## src/rtl/bhm_pkg.sv

```systemverilog
`timescale 1ns/1ps
package bhm_pkg;
  localparam int XFER_W = 2;
  typedef logic [XFER_W-1:0] xfer_t;
  localparam xfer_t XFER_IDLE = 2'b00;
endpackage

```

## src/rtl/bhm_reset_sync.sv

```systemverilog
`timescale 1ns/1ps
module bhm_reset_sync (
  input  logic clk,
  input  logic rst_n,
  output logic rst_sync_n
);
  logic meta_q;
  logic meta_d;
  logic sync_q;
  logic sync_d;

  always_comb begin
    meta_d = 1'b1;
    sync_d = meta_q;
  end

  always_ff @(posedge clk or negedge rst_n) begin
    if (!rst_n) begin
      meta_q <= 1'b0;
      sync_q <= 1'b0;
    end else begin
      meta_q <= meta_d;
      sync_q <= sync_d;
    end
  end

  assign rst_sync_n = sync_q;
endmodule

```

## src/rtl/bhm_phase_ticker.sv

```systemverilog
`timescale 1ns/1ps
module bhm_phase_ticker #(
  parameter int PERIOD = 10
) (
  input  logic clk,
  input  logic rst_n,
  output logic phase_zero
);
  localparam int PW = (PERIOD > 1) ? $clog2(PERIOD) : 1;
  localparam logic [PW-1:0] LAST = PW'(PERIOD - 1);

  logic [PW-1:0] phase_q;
  logic [PW-1:0] phase_d;

  always_comb begin
    phase_d = (phase_q == LAST) ? '0 : phase_q + PW'(1);
  end

  always_ff @(posedge clk or negedge rst_n) begin
    if (!rst_n) phase_q <= '0;
    else        phase_q <= phase_d;
  end

  assign phase_zero = (phase_q == '0);

  // phase never leaves its range
  assert_phase_range_R8: assert property (@(posedge clk) disable iff (!rst_n)
    phase_q <= LAST);
  // a zero phase is followed by phase one
  assert_phase_step_R8: assert property (@(posedge clk) disable iff (!rst_n)
    phase_zero |=> !phase_zero || (PERIOD == 1));
endmodule

```

## src/rtl/bhm_master_guard.sv

```systemverilog
`timescale 1ns/1ps
module bhm_master_guard
  import bhm_pkg::*;
#(
  parameter int THR_W       = 8,
  parameter int CNT_W       = 8,
  parameter int DEFAULT_THR = 8
) (
  input  logic             clk,
  input  logic             rst_n,
  input  logic             armed,
  input  logic             phase_zero,
  input  logic [THR_W-1:0] threshold,
  input  logic             req,
  input  logic             lock,
  input  logic             grant,
  input  xfer_t            trans,
  output logic             req_o,
  output logic             grant_o,
  output xfer_t            trans_o,
  output logic             alarm,
  output logic             blocked,
  output logic [CNT_W-1:0] revokes
);
  logic [THR_W-1:0] thr_q, thr_d;
  logic [THR_W-1:0] hold_q, hold_d;
  logic             blk_q, blk_d;
  logic             alm_q, alm_d;
  logic [CNT_W-1:0] cnt_q, cnt_d;
  logic             in_use;
  logic             at_limit;

  always_comb begin
    in_use   = armed && !blk_q && grant && (req || lock);
    at_limit = in_use && (hold_q == thr_q);
    thr_d    = (!armed || at_limit) ? threshold : thr_q;
    hold_d   = (!in_use || at_limit) ? '0 : hold_q + THR_W'(1);
    blk_d    = blk_q;
    if (at_limit)                blk_d = 1'b1;
    else if (blk_q && phase_zero) blk_d = 1'b0;
    alm_d    = at_limit;
    cnt_d    = (at_limit && cnt_q != '1) ? cnt_q + CNT_W'(1) : cnt_q;
  end

  always_ff @(posedge clk or negedge rst_n) begin
    if (!rst_n) begin
      thr_q  <= THR_W'(DEFAULT_THR);
      hold_q <= '0;
      blk_q  <= 1'b0;
      alm_q  <= 1'b0;
      cnt_q  <= '0;
    end else begin
      thr_q  <= thr_d;
      hold_q <= hold_d;
      blk_q  <= blk_d;
      alm_q  <= alm_d;
      cnt_q  <= cnt_d;
    end
  end

  always_comb begin
    req_o   = req   && !blk_q;
    grant_o = grant && !blk_q;
    trans_o = blk_q ? XFER_IDLE : trans;
  end

  assign alarm   = alm_q;
  assign blocked = blk_q;
  assign revokes = cnt_q;

  // a run never exceeds the stored limit
  assert_hold_bound_R2: assert property (@(posedge clk) disable iff (!rst_n)
    hold_q <= thr_q);
  // alarm lasts one cycle
  assert_alarm_pulse_R6: assert property (@(posedge clk) disable iff (!rst_n)
    alm_q |=> !alm_q);
  // cut-off starts together with the alarm
  assert_block_alarm_R6: assert property (@(posedge clk) disable iff (!rst_n)
    $rose(blk_q) |-> alm_q);
  // restore only after a zero phase
  assert_restore_phase_R8: assert property (@(posedge clk) disable iff (!rst_n)
    $fell(blk_q) |-> $past(phase_zero));
  // count never decreases
  assert_count_mono_R7: assert property (@(posedge clk) disable iff (!rst_n)
    1'b1 |=> cnt_q >= $past(cnt_q));
  // a cut-off master presents an idle transfer
  assert_idle_gate_R5: assert property (@(posedge clk) disable iff (!rst_n)
    blk_q |-> (trans_o == XFER_IDLE) && !grant_o);
endmodule

```

## src/rtl/bus_hold_monitor.sv

```systemverilog
`timescale 1ns/1ps
module bus_hold_monitor
  import bhm_pkg::*;
#(
  parameter int NUM_MASTERS = 2,
  parameter int THR_W       = 8,
  parameter int CNT_W       = 8,
  parameter int PERIOD      = 10,
  parameter int DEFAULT_THR = 8
) (
  input  logic                          clk,
  input  logic                          rst_n,
  input  logic [THR_W-1:0]              threshold,
  input  logic [NUM_MASTERS-1:0]        req_in,
  input  logic [NUM_MASTERS-1:0]        lock_in,
  input  logic [NUM_MASTERS-1:0]        grant_in,
  input  logic [XFER_W*NUM_MASTERS-1:0] trans_in,
  output logic [NUM_MASTERS-1:0]        req_out,
  output logic [NUM_MASTERS-1:0]        grant_out,
  output logic [XFER_W*NUM_MASTERS-1:0] trans_out,
  output logic [NUM_MASTERS-1:0]        alarm,
  output logic [NUM_MASTERS-1:0]        cut_off,
  output logic [CNT_W*NUM_MASTERS-1:0]  revoke_count
);
  logic rst_sync_n;
  logic phase_zero;
  logic armed_q, armed_d;

  bhm_reset_sync u_rst (
    .clk        (clk),
    .rst_n      (rst_n),
    .rst_sync_n (rst_sync_n)
  );

  bhm_phase_ticker #(.PERIOD(PERIOD)) u_phase (
    .clk        (clk),
    .rst_n      (rst_sync_n),
    .phase_zero (phase_zero)
  );

  always_comb armed_d = 1'b1;

  always_ff @(posedge clk or negedge rst_sync_n) begin
    if (!rst_sync_n) armed_q <= 1'b0;
    else             armed_q <= armed_d;
  end

  for (genvar m = 0; m < NUM_MASTERS; m++) begin : g_master
    bhm_master_guard #(
      .THR_W       (THR_W),
      .CNT_W       (CNT_W),
      .DEFAULT_THR (DEFAULT_THR)
    ) u_guard (
      .clk        (clk),
      .rst_n      (rst_sync_n),
      .armed      (armed_q),
      .phase_zero (phase_zero),
      .threshold  (threshold),
      .req        (req_in[m]),
      .lock       (lock_in[m]),
      .grant      (grant_in[m]),
      .trans      (trans_in[m*XFER_W +: XFER_W]),
      .req_o      (req_out[m]),
      .grant_o    (grant_out[m]),
      .trans_o    (trans_out[m*XFER_W +: XFER_W]),
      .alarm      (alarm[m]),
      .blocked    (cut_off[m]),
      .revokes    (revoke_count[m*CNT_W +: CNT_W])
    );
  end

  // revocations are per master, so two alarms need two cut-offs
  assert_alarm_cut_R10: assert property (@(posedge clk) disable iff (!rst_sync_n)
    $countones(alarm & ~cut_off) == 0);
endmodule

```

## config.mk

```make
export PLATFORM = sky130hd
export DESIGN_NAME = bus_hold_monitor
export DESIGN_NICKNAME = d
export VERILOG_FILES = /design/src/rtl/bhm_pkg.sv /design/src/rtl/bhm_reset_sync.sv /design/src/rtl/bhm_phase_ticker.sv /design/src/rtl/bhm_master_guard.sv /design/src/rtl/bus_hold_monitor.sv
export SDC_FILE = /design/constraint.sdc
export NUM_CORES = 1
export LEC_CHECK = 0
export ABC_AREA = 1
export BUFFER_PORTS_ARGS = -buffer_cell sky130_fd_sc_hd__buf_2
export CAP_MARGIN = 20
export CORE_MARGIN = 2
export CORE_UTILIZATION = 40
export CTS_CLUSTER_SIZE = 25
export DETAILED_ROUTE_END_ITERATION = 8
export PLACE_DENSITY = 0.56
export SLEW_MARGIN = 10
export SYNTH_ARGS = -nofsm -noshare
export SYNTH_HDL_FRONTEND = slang
export SYNTH_SLANG_ARGS = --single-unit
```

## constraint.sdc

```tcl
create_clock -name clk -period 4.1 [get_ports clk]
set_input_delay 0.615 -clock clk [delete_from_list [all_inputs] [get_ports clk]]
set_output_delay 0.615 -clock clk [all_outputs]
set_load 0.005 [all_outputs]
```

Word-level counts from Yosys, hierarchy flattened
Cells that the tools add are included.
Storage, ports and cells
  flip-flop bits (word level): 59
  input port bits: 20
  output and inout port bits: 28
  word-level logic and storage cells: 63
Cells by class
  add/subtract/negate cells: 5
  equality and inequality tests: 5
  mux-type cells: 9
  reduce and logical (&&, ||, !) cells: 30
Operators with widths (count)
  8-bit by 1-bit adder with 8-bit output, second input constant: 4
  8-bit == test: 2
  1-bit logical AND: 16
  8-bit two-way mux: 2
  8-bit != test, second input constant: 2
  1-bit logical OR: 6
  1-bit logical NOT: 5
  4-bit by 1-bit adder with 4-bit output, second input constant: 1
  4-bit == test, second input constant: 1
  4-bit logical NOT: 1
  1-bit two-way mux: 4
  2-bit two-way mux: 2
  4-bit two-way mux: 1
  2-bit nonzero test: 2

Logic depth before layout (Yosys ltp)
Gate-level depths: netlist of run 1.
  depth after elaboration: 7
  gate-level depth with buffers: 10
  depth with buffers taken out: 10

Modules after synthesis
Synthesis of run 1 repeated with hierarchy kept, for this count alone.
Unflattened totals
  cell total of the unflattened synthesis: 439
  area total of the unflattened synthesis: 3285.7 sq um
Modules (own cells, without submodules)
  bhm_master_guard: times used 2, cells each 206, area each 1508.9 sq um, seq. area each 651.9 sq um
  bhm_phase_ticker: times used 1, cells each 22, area each 185.2 sq um, seq. area each 100.1 sq um
  bhm_reset_sync: times used 1, cells each 3, area each 53.8 sq um, seq. area each 50.0 sq um
  bus_hold_monitor: times used 1, cells each 2, area each 28.8 sq um, seq. area each 25.0 sq um

Worst setup path before layout of run 1
Ideal clock, no wire load.
  kind: in2out
  from: input grant_in[1]
  to: output grant_out[1]
  arrival time: 885 ps
  data required time: 3485 ps
  slack: 2600 ps
  stages on the path: 3
  path buffers: 1
  cells stage by stage: nand2_1 inv_1 buf_4
On the way
  word-level cells in the longest chain between the ends: 1
Ends and longest elaborated chain
  start, declared: line bus_hold_monitor.sv:16  | input logic [NUM_MASTERS-1:0] grant_in,
  1-bit logical AND: line bhm_master_guard.sv:63  | grant_o = grant && !blk_q;
  end, declared: line bus_hold_monitor.sv:19  | output logic [NUM_MASTERS-1:0] grant_out,
No other way between the ends.

Worst setup path after layout of run 1
  from: register armed_q
  to: register g_master[0].u_guard.thr_q[1]
On the way
  word-level cells in the longest chain between the ends: 5
  elaborated cells between the ends (all ways): 6
  classes of those cells: reduce/logical: 6
Ends and longest elaborated chain
  start, declared: line bus_hold_monitor.sv:27  | logic armed_q, armed_d;
  start signal, assigned: line bus_hold_monitor.sv:45  | else armed_q <= armed_d;
  1-bit logical AND (3 in a row): line bhm_master_guard.sv:34  | in_use = armed && !blk_q && grant && (req || lock);
  1-bit logical AND: line bhm_master_guard.sv:35  | at_limit = in_use && (hold_q == thr_q);
  1-bit logical OR *: line bhm_master_guard.sv:36  | thr_d = (!armed || at_limit) ? threshold : thr_q;
  end signal, assigned: line bhm_master_guard.sv:47  | thr_q <= THR_W'(DEFAULT_THR);
  end signal, assigned: line bhm_master_guard.sv:53  | thr_q <= thr_d;
  end, declared: line bhm_master_guard.sv:25  | logic [THR_W-1:0] thr_q, thr_d;
Every way passes the cells marked *; elsewhere a longest branch is shown, timed or not.
A chain may end at the register's enable or synchronous reset.

==> run_results.csv, run 1 <==
group,metric,value,unit
pwr,power.internal,0.0009926,W
synthesis,syn_area_per_cell,7.377,um^2
timing,rsz0062_at_grt,"false",
route,antenna_left,0,
timing,fin_tns_setup,0,ns
layout,diodes,0,
synthesis,synth_area,0.003327,mm^2
pwr,power.density,350.5,mW/mm^2
floorplan,start_util,0.4090,
layout,areaGrowthSynthToFinish,14.14,%
placement,placed_cell_area,0.003588,mm^2
pwr,switching_share,0.2543,
layout,fillers,817,
setup_path,critPathArrivalTime,2.61,ns
pwr,cellLeakagePower,2.160,nW
placement,hpwl,4963,um
floorplan,num_rows,33,
floorplan,ioPinCount,48,
global_route,grt_pass1_wl,11560,um
route,drt_first_iter_violations,123,
clock_network,cts.sinks,59,
clock_network,ctsLongestPathBuffers,2,
clock_network,cts.clk_slew.worst_paths,0.07,ns
run_status,outcome,"finished, final reports clean",
timing,worst_pin_slew,0.6553,ns
layout,finalInstanceArea,0.003797,mm^2
setup_path,crit_path_end_kind,"flop",
timing,final.min_clock_period,2.338,ns
layout,nNetsFinal,517,
timing,slew_viol_final,0,
setup_path,critPathMaxFanout,20,
clock_network,cts-resized-gates,0,
layout,regArea,0.001480,mm^2
global_route,grt_overflow,0,
synthesis,synthCells,451,
route,vias,2769,
clock_network,cts_tree,"yes",
floorplan,core_area,0.008134,mm^2
pwr,power.switching,0.0003384,W
floorplan,die_h,95.20,um
placement,routabilityCongestion,0.7994,
pwr,pwr-share-clk,0.433,
setup_path,criticalPathCategory,"flop to flop",
layout,final_common_cell,"nand2_1",
clock_network,cts_setup_buffers,0,
global_route,antenna_found_initial,0,
timing,slew_headroom,0.5631,
synthesis,synth-warning-count,0,
pwr,ir_drop,147.3,uV
timing,final_hold_viol_count,0,
synthesis,seq_area_frac_synth,0.4445,
floorplan,design.die.area,0.009063,mm^2
timing,clock_skew,0.009699,ns
floorplan,die_w,95.20,um
timing,timing.final.ws_setup,1.762,ns
layout,drive_gt1_frac,0.1767,
timing,fmaxAchievable,0.4276,GHz
timing,period_share,0.5704,
clock_network,numCtsBuffers,9,
pwr,pwr-share-comb,0.090,
flow_run,maxCapViolCount,0,
setup_path,crit_required,4.38,ns
route,wire_per_inst,11.35,um
clock_network,cts_root_buffer,"clkbuf_8",
setup_path,crit_path_start_kind,"flop",
clock_network,worstSkewPairLatency,0.34,ns
placement,io_buffer_count,47,
layout,multiInputGateArea,0.001475,mm^2
pwr,seqPwrFrac,0.476,
global_route,grt_usage,0.1648,
global_route,grt_pass1_vias,2619,
global_route,grt_max_degree,42,
timing,finalSetupViolCount,0,
hold_path,hold_class,"input port to async pin",
clock_network,htreeDepth,3,
placement,pre_cts_slack,1.748,ns
synthesis,synth_cell_types,32,
layout,final_cell_mix,"166 x nand2_1, 62 x inv_1, 56 x dfrtp_1",
route,drc_errors,0,
clock_network,cts_hold_repair.buffers,0,
synthesis,ys_ff_latch,59,
route,firstDrtPassIters,6,
route,drt_wl_total,6844,um
route,via_per_inst,4.592,
synth_stat cells (all sizes together):
cell type,number,area (um^2)
a21oi,3,15.01
buf,14,100.1
clkbuf,4,17.52
clkinv,2,7.510
conb,1,3.750
dfrtp,57,1426
dfstp,2,52.55
ha,4,50.05
inv,67,251.5
nand2,168,635.6
nand3,34,180.2
nand3b,2,15.01
nand4,23,177.7
nor2,43,203.9
nor3,7,40.04
nor4,1,6.260
o21ai,6,30.02
xnor2,3,26.28
xor2,10,87.58
final timing paths:
path	startpoint	end	slack (ns)	cells past startpoint
max reg2reg	armed_q$_DFF_PN0_	g_master[0].u_guard.thr_q[1]$_DFFE_PN0P_	1.76	6
max	armed_q$_DFF_PN0_	g_master[0].u_guard.thr_q[1]$_DFFE_PN0P_	1.76	6
min in group clk	u_rst.meta_q$_DFF_PN0_	u_rst.rst_sync_n$_DFF_PN0_	0.35	0
max in group asynchronous	u_rst.rst_sync_n$_DFF_PN0_	g_master[0].u_guard.revokes[4]$_DFFE_PN0P_	3.08	1
min	rst_n	u_rst.meta_q$_DFF_PN0_	0.05	1
min reg2reg	u_rst.rst_sync_n$_DFF_PN0_	g_master[0].u_guard.hold_q[2]$_DFF_PN0_	0.17	0
layout make-up:
| cell class | instances | share of cell area |
|---|---|---|
| well taps | 105 | 0.03460 |
| inverters | 69 | 0.06820 |
| multi-input cells | 306 | 0.3885 |
| repair buffers | 48 | 0.06392 |
| flip-flops and latches | 59 | 0.3898 |
| clock buffers | 11 | 0.03460 |
| clock inverters | 5 | 0.02043 |
sequential cells by signal, summed over array words and instances, names as in the netlist:
signal,cells
g_master.u_guard.alarm,2
armed_q,1
g_master.u_guard.thr_q,16
u_phase.phase_q,4
g_master.u_guard.hold_q,16
u_rst.meta_q,1
g_master.u_guard.blocked,2
u_rst.rst_sync_n,1
g_master.u_guard.revokes,16
per-layer routing:
layer  track usage  part of all wire  up-vias
li1              -                 -     1473
met1        0.1993              0.47     1264
met2        0.2764              0.48       21
met3       0.03083             0.030       11
met4       0.09058             0.019        0
met5             0                 0        -
logic make-up (layout without fill, tap and decap cells):
kind of cell / Yosys count / in the layout / share of synthesized area
buf+inv: 87 / 133 / 0.1132
compound gates: 9 / 9 / 0.01353
simple gates: 278 / 278 / 0.3783
other cells: 1 / 2 / 0.001127
xor+xnor: 13 / 13 / 0.03422
flops: 59 / 59 / 0.4445
fa+ha+maj: 4 / 4 / 0.01504
power groups by stage:
stage / clock network (W) / registers (W) / logic (W)
floorplan: 0 / 0.000641 / 0.0000855
global placement: 0 / 0.000644 / 0.000119
detailed placement: 0 / 0.000645 / 0.000122
CTS: 0.000593 / 0.000634 / 0.000123
global route: 0.000614 / 0.000639 / 0.000141
finish: 0.000577 / 0.000634 / 0.000120
worst max-delay path: stages (launching register included):
cell and delay (ns):
dfrtp_1 0.76, o21ai_0 0.22, nor2_2 0.54, nand3_2 0.35, nand2_2 0.24, nand2_1 0.08, nand2_1 0.07
metrics by stage:
stage | hold slack [ns] | utilization | total power, W | instances
finish | 0.04606 | 0.4669 | 0.001331 | 603
detailed placement | 0.1893 | 0.4412 | 0.0007664 | 587
global route | 0.03508 | 0.4669 | 0.001394 | 603
global placement | 0.1867 | 0.4412 | 0.0007637 | 587
floorplan | 0.3194 | - | 0.0007266 | 452
CTS | 0.03383 | 0.4669 | 0.001350 | 603
Power figures use the tool's default switching activity.
==> run 2: changes to the inputs <==
Clock period 4.1 ns to 2.3 ns, I/O delays scaled along.
==> run 2 against run 1 <==
Final cell count is 0.50% higher. Largest power group unchanged. Final area is 0.13% lower. Clock skew is 0.0011 ns lower. Global-route usage is 0.064 points lower. Routed wire length is 0.20% higher. Sequential share of layout area is 0.051 points higher. Highest routed layer unchanged. First-iteration DRC count is 40% lower. Largest cell class unchanged.
==> run_results.csv, run 2 (same netlist as run 1, synthesis figures left out) <==
group,metric,value,unit
run_status,outcome,"finished, final reports clean",
floorplan,design.die.area,0.009063,mm^2
setup_path,slowest_delay,0.57,ns
pwr,power.switching,0.0006384,W
pwr,cellLeakagePower,2.155,nW
setup_path,crit_path_start_kind,"flop",
floorplan,ioPinCount,48,
route,drc_errors,0,
setup_path,criticalPathCategory,"flop to flop",
layout,stdcell_count,606,
floorplan,die_w,95.20,um
layout,final_common_cell,"nand2_1",
clock_network,cts.clk_slew.worst_paths,0.08,ns
timing,period_share,0.7712,
pwr,ir_drop,238.1,uV
route,wire_per_inst,11.32,um
timing,final_hold_viol_count,0,
global_route,grt_max_degree,58,
placement,io_buffer_count,47,
layout,diodes,0,
pwr,switching_share,0.2874,
setup_path,crit_required,2.58,ns
route,route.met2.wl,3383,um
flow_run,maxCapViolCount,0,
timing,rsz0062_at_grt,"false",
layout,areaGrowthSynthToFinish,13.99,%
route,firstDrtPassIters,4,
route,drt_wl_total,6858,um
floorplan,die_h,95.20,um
setup_path,path_cells,"o21ai_1 > nor2_4 > nand3_2 > nand2_2 > nand2_1 > nand2_1",
global_route,antenna_found_initial,0,
global_route,grt_usage,0.1642,
placement,hpwl,5016,um
placement,placed_cells,589,
route,antenna_left,0,
setup_path,critPathArrivalTime,2.06,ns
layout,drive_gt1_frac,0.1836,
route,wl_met1,3236,um
floorplan,start_util,0.4090,
clock_network,numCtsBuffers,9,
timing,slew_headroom,0.5151,
pwr,power.density,585.7,mW/mm^2
pwr,pwr-share-comb,0.101,
layout,nNetsFinal,520,
timing,worst_pin_slew,0.7274,ns
global_route,grt_pass1_vias,2525,
clock_network,cts_root_buffer,"clkbuf_8",
route,via_per_inst,4.594,
timing,fmaxAchievable,0.5638,GHz
clock_network,htreeDepth,3,
setup_path,path_buf_inv,0,
pwr,power.internal,0.001583,W
clock_network,cts_tree,"yes",
placement,routabilityCongestion,0.8026,
route,top_layer,"met4",
clock_network,worstSkewPairLatency,0.34,ns
global_route,grt_pass1_wl,11380,um
pwr,seqPwrFrac,0.505,
route,drt_first_iter_violations,74,
timing,final.min_clock_period,1.774,ns
clock_network,ctsLongestPathBuffers,2,
global_route,grt_overflow,0,
timing,clock_skew,0.008627,ns
setup_path,crit_path_end_kind,"flop",
pwr,pwr-share-clk,0.393,
setup_path,cp_slowest_cell,"dfrtp_1",
floorplan,core_area,0.008134,mm^2
setup_path,critPathMaxFanout,15,
timing,slew_viol_final,0,
route,route.met3.wl,139,um
floorplan,num_rows,33,
clock_network,cts.sinks,59,
hold_path,hold_class,"input port to flop",
setup_path,crit_family,"simple AND/OR/NAND/NOR gates",
timing,finalSetupViolCount,0,
setup_path,crit_top_cell,"nand2_1",
layout,final_cell_mix,"166 x nand2_1, 62 x inv_1, 56 x dfrtp_1",
route,vias,2784,
timing,fin_tns_setup,0,ns
-- run 2: changes by cell type in the layout (fill, tap and decap cells not counted), sizes merged --
cell,before,now
dlygate4sd3,0,1
buf,48,50
clkinvlp,1,3
clkbuf,11,10
bufinv,2,0
clkinv,4,5
-- run 2: metrics by stage --
step	hold slack, ns	util	area [um^2]	worst slack, ns	total power (W)
floorplan	0.04941	-	3331	0.5392	0.001295
global placement	0.1310	0.4430	3603	0.6163	0.001366
detailed placement	0.1330	0.4430	3603	0.5242	0.001371
CTS	0.2069	0.4662	3792	0.5091	0.002246
global route	0.2210	0.4662	3792	0.3296	0.002333
finish	0.2147	0.4662	3792	0.5263	0.002221
-- run 2: per-layer routing --
metal | global-route usage | vias up
met1 | 0.1988 | 1279
li1 | - | 1471
met4 | 0.07005 | 0
met3 | 0.03083 | 8
met2 | 0.2846 | 26
met5 | 0 | -
-- run 2: path summary, 6_finish.rpt --
path	start	endpoint	slack [ns]	cells after the start
max	armed_q$_DFF_PN0_	g_master[1].u_guard.thr_q[3]$_DFFE_PN1P_	0.53	6
min	threshold[4]	g_master[0].u_guard.thr_q[4]$_DFFE_PN0P_	0.21	3
max reg2reg	armed_q$_DFF_PN0_	g_master[1].u_guard.thr_q[3]$_DFFE_PN1P_	0.53	6
min reg2reg	u_rst.meta_q$_DFF_PN0_	u_rst.rst_sync_n$_DFF_PN0_	0.36	0
max in group asynchronous	u_rst.rst_sync_n$_DFF_PN0_	g_master[0].u_guard.revokes[5]$_DFFE_PN0P_	1.41	1
min in group asynchronous	rst_n	u_rst.rst_sync_n$_DFF_PN0_	0.31	2
-- run 2: repair_timing --
| item | CTS | global route |
|---|---|---|
| buffers inserted | 0 | 0 |
| endpoints found under the setup margin | 0 | 0 |
| hold endpoints to repair | 2 | 0 |
| hold buffers | 1 | 0 |
| gates resized for setup | 0 | 0 |
-- run 2: cell type report --
type                    count  area, um^2
multi-input cells         306        1475
clock buffers              10       137.6
repair buffers             51       267.8
clock inverters             6       41.29
inverters                  69       259.0
fillers                   822        4342
well taps                 105       131.4
flip-flops and latches     59        1480
-- run 2: tightest hold or removal path, stage by stage --
cell and delay, ns:
buf_2 0.09, nand2_1 0.05, nand2_1 0.04
-- run 2: power by group through the flow --
| stage | registers [W] | clock network (W) | logic (W) |
|---|---|---|---|
| finish | 0.00112 | 0.000874 | 0.000225 |
| global route | 0.00113 | 0.000940 | 0.000263 |
| floorplan | 0.00114 | 0 | 0.000152 |
| global placement | 0.00114 | 0 | 0.000225 |
| detailed placement | 0.00114 | 0 | 0.000229 |
| CTS | 0.00112 | 0.000893 | 0.000231 |
==> run 3: changes to the inputs <==
Settings changed: PLACE_DENSITY 0.56 to 0.58.
Clock period 2.3 ns to 1.55 ns, I/O delays scaled along.
==> run 3 against run 2 <==
First-iteration DRC count down 8.1%. Total power increased by 65%. Count of clock-buffer cells in the layout up 2. Routed wire length is 2.5% higher. Non-clock buffer count up 14. Sequential power is 47% higher. Critical path type unchanged.
==> run_results.csv, run 3 (same netlist as run 1, synthesis figures left out) <==
group,metric,value,unit
route,drt_first_iter_violations,68,
timing,clock_skew,0.01365,ns
route,firstDrtPassIters,4,
route,drc_errors,0,
layout,regArea,0.001481,mm^2
setup_path,cp_slowest_cell,"dfstp_2",
layout,final_cell_mix,"159 x nand2_1, 59 x inv_1, 55 x dfrtp_1",
pwr,power.density,901.7,mW/mm^2
pwr,cellLeakagePower,2.272,nW
pwr,power.internal,0.002714,W
clock_network,cts_root_buffer,"clkbuf_8",
timing,period_share,0.9415,
placement,routabilityCongestion,0.7902,
timing,fmaxAchievable,0.6852,GHz
hold_path,hp-start,"threshold[3]",
global_route,grt_max_degree,58,
pwr,switching_share,0.2587,
floorplan,die_h,95.20,um
setup_path,crit_path_end_kind,"flop",
setup_path,slowest_delay,0.55,ns
floorplan,core_area,0.008134,mm^2
setup_path,startpoint,"g_master[0].u_guard.thr_q[3]$_DFFE_PN1P_",
floorplan,ioPinCount,48,
run_status,outcome,"finished, final reports clean",
setup_path,criticalPathCategory,"flop to flop",
floorplan,start_util,0.4090,
global_route,grt_pass1_vias,2796,
floorplan,die_w,95.20,um
global_route,antenna_found_initial,0,
timing,slew_viol_final,0,
clock_network,worstSkewPairLatency,0.34,ns
clock_network,numCtsBuffers,9,
global_route,grt_usage,0.1729,
layout,areaGrowthSynthToFinish,22.04,%
layout,diodes,0,
global_route,grt_pass1_wl,12250,um
setup_path,crit_path_start_kind,"flop",
flow_run,maxCapViolCount,0,
timing,rsz0062_at_grt,"true",
clock_network,cts_tree,"yes",
setup_path,crit_required,1.77,ns
timing,hold_ws,0.1061,ns
setup_path,path_cells,"inv_2 > nand2_2 > nand2_2 > inv_2 > nand2_2 > nor2_4 > nand3_4 > buf_6 > nand3_1 > nand2_1",
setup_path,worstReg2RegStart,"g_master[0].u_guard.thr_q[3]$_DFFE_PN1P_",
pwr,ir_drop,484.5,uV
pwr,seqPwrFrac,0.452,
route,vias,2827,
layout,final_common_cell,"nand2_1",
pwr,pwr-share-comb,0.112,
clock_network,cts.sinks,59,
setup_path,crit_top_cell,"nand2_2",
clock_network,ctsLongestPathBuffers,2,
layout,fillers,798,
setup_path,critPathMaxFanout,8,
placement,io_buffer_count,47,
timing,final.min_clock_period,1.459,ns
setup_path,critPathArrivalTime,1.68,ns
timing,final_hold_viol_count,0,
route,antenna_left,0,
floorplan,num_rows,33,
route,via_per_inst,4.560,
route,wire_per_inst,11.34,um
global_route,grt_overflow,0,
hold_path,hold_class,"input port to flop",
pwr,power.switching,0.0009473,W
layout,fin_util,0.4992,
timing,finalSetupViolCount,0,
layout,multiInputGateArea,0.001575,mm^2
clock_network,cts.clk_slew.worst_paths,0.07,ns
layout,drive_gt1_frac,0.2291,
clock_network,htreeDepth,3,
floorplan,design.die.area,0.009063,mm^2
placement,hpwl,5036,um
pwr,pwr-share-clk,0.436,
route,drt_wl_total,7031,um
layout,nNetsFinal,534,
## run 3: cell count changes in the layout (fill, tap and decap cells not counted), sizes merged
cell and delta:
buf +14, clkinv -3, bufinv +2, clkbuf +2, clkinvlp -1
## run 3: metrics by stage
stage	cells	worst slack, ns	setup TNS [ns]	power (W)	area [um^2]
floorplan	452	0.1747	0	0.001922	3332
detailed placement	602	0.04911	0	0.002057	3714
global route	620	-0.03753	-0.2793	0.003843	4060
global placement	602	0.06526	0	0.002049	3714
finish	620	0.09061	0	0.003661	4060
CTS	619	0.03271	0	0.003662	3944
## run 3: power by group through the flow
stage / combinational [W] / sequential, W / clock, W
2_1_floorplan: 0.000226 / 0.00170 / 0
3_3_place_gp: 0.000369 / 0.00168 / 0
3_5_place_dp: 0.000375 / 0.00168 / 0
4_1_cts: 0.000379 / 0.00165 / 0.00163
5_1_grt: 0.000472 / 0.00166 / 0.00171
6_report: 0.000408 / 0.00165 / 0.00160
## run 3: path summary, 6_finish.rpt
check                                                            to  slack (ns)  cells past startpoint
setup / recovery           g_master[0].u_guard.thr_q[0]$_DFFE_PN0P_        0.09                     10
hold / removal             g_master[1].u_guard.thr_q[3]$_DFFE_PN1P_        0.11                      3
setup reg to reg           g_master[0].u_guard.thr_q[0]$_DFFE_PN0P_        0.09                     10
hold reg to reg                                   armed_q$_DFF_PN0_        0.24                      1
max in group asynchronous  g_master[0].u_guard.thr_q[3]$_DFFE_PN1P_        0.96                      1
min in group asynchronous                u_rst.rst_sync_n$_DFF_PN0_        0.20                      2
## run 3: what timing repair did
| item | 4_1_cts | 5_1_grt |
|---|---|---|
| hold buffers | 1 | 0 |
| buffers inserted | 0 | 1 |
| endpoints found under the hold margin | 2 | 0 |
| setup endpoints to repair | 0 | 40 |
| resized for setup | 0 | 28 |
## run 3: layout make-up
| class | count | share of cell area |
|---|---|---|
| Clock buffer | 12 | 0.03575 |
| Inverter | 69 | 0.06379 |
| Tap cell | 105 | 0.03236 |
| Clock inverter | 4 | 0.01849 |
| Multi-Input combinational cell | 306 | 0.3880 |
| Sequential cell | 59 | 0.3649 |
| Timing Repair Buffer | 65 | 0.09676 |
## run 3: worst max-delay path: cells and delay by family (launching register included)
kind	cells	cell delay (ns)
AND/OR/NAND/NOR	7	0.57
buffers and inverters	3	0.25
flip-flops	1	0.55
## run 3: per-layer routing
layer | vias up | track usage | share of wire
met3 | 8 | 0.03557 | 0.021
met5 | - | 0 | 0
met2 | 20 | 0.3028 | 0.50
li1 | 1499 | - | -
met1 | 1300 | 0.2115 | 0.46
met4 | 0 | 0.05797 | 0.015
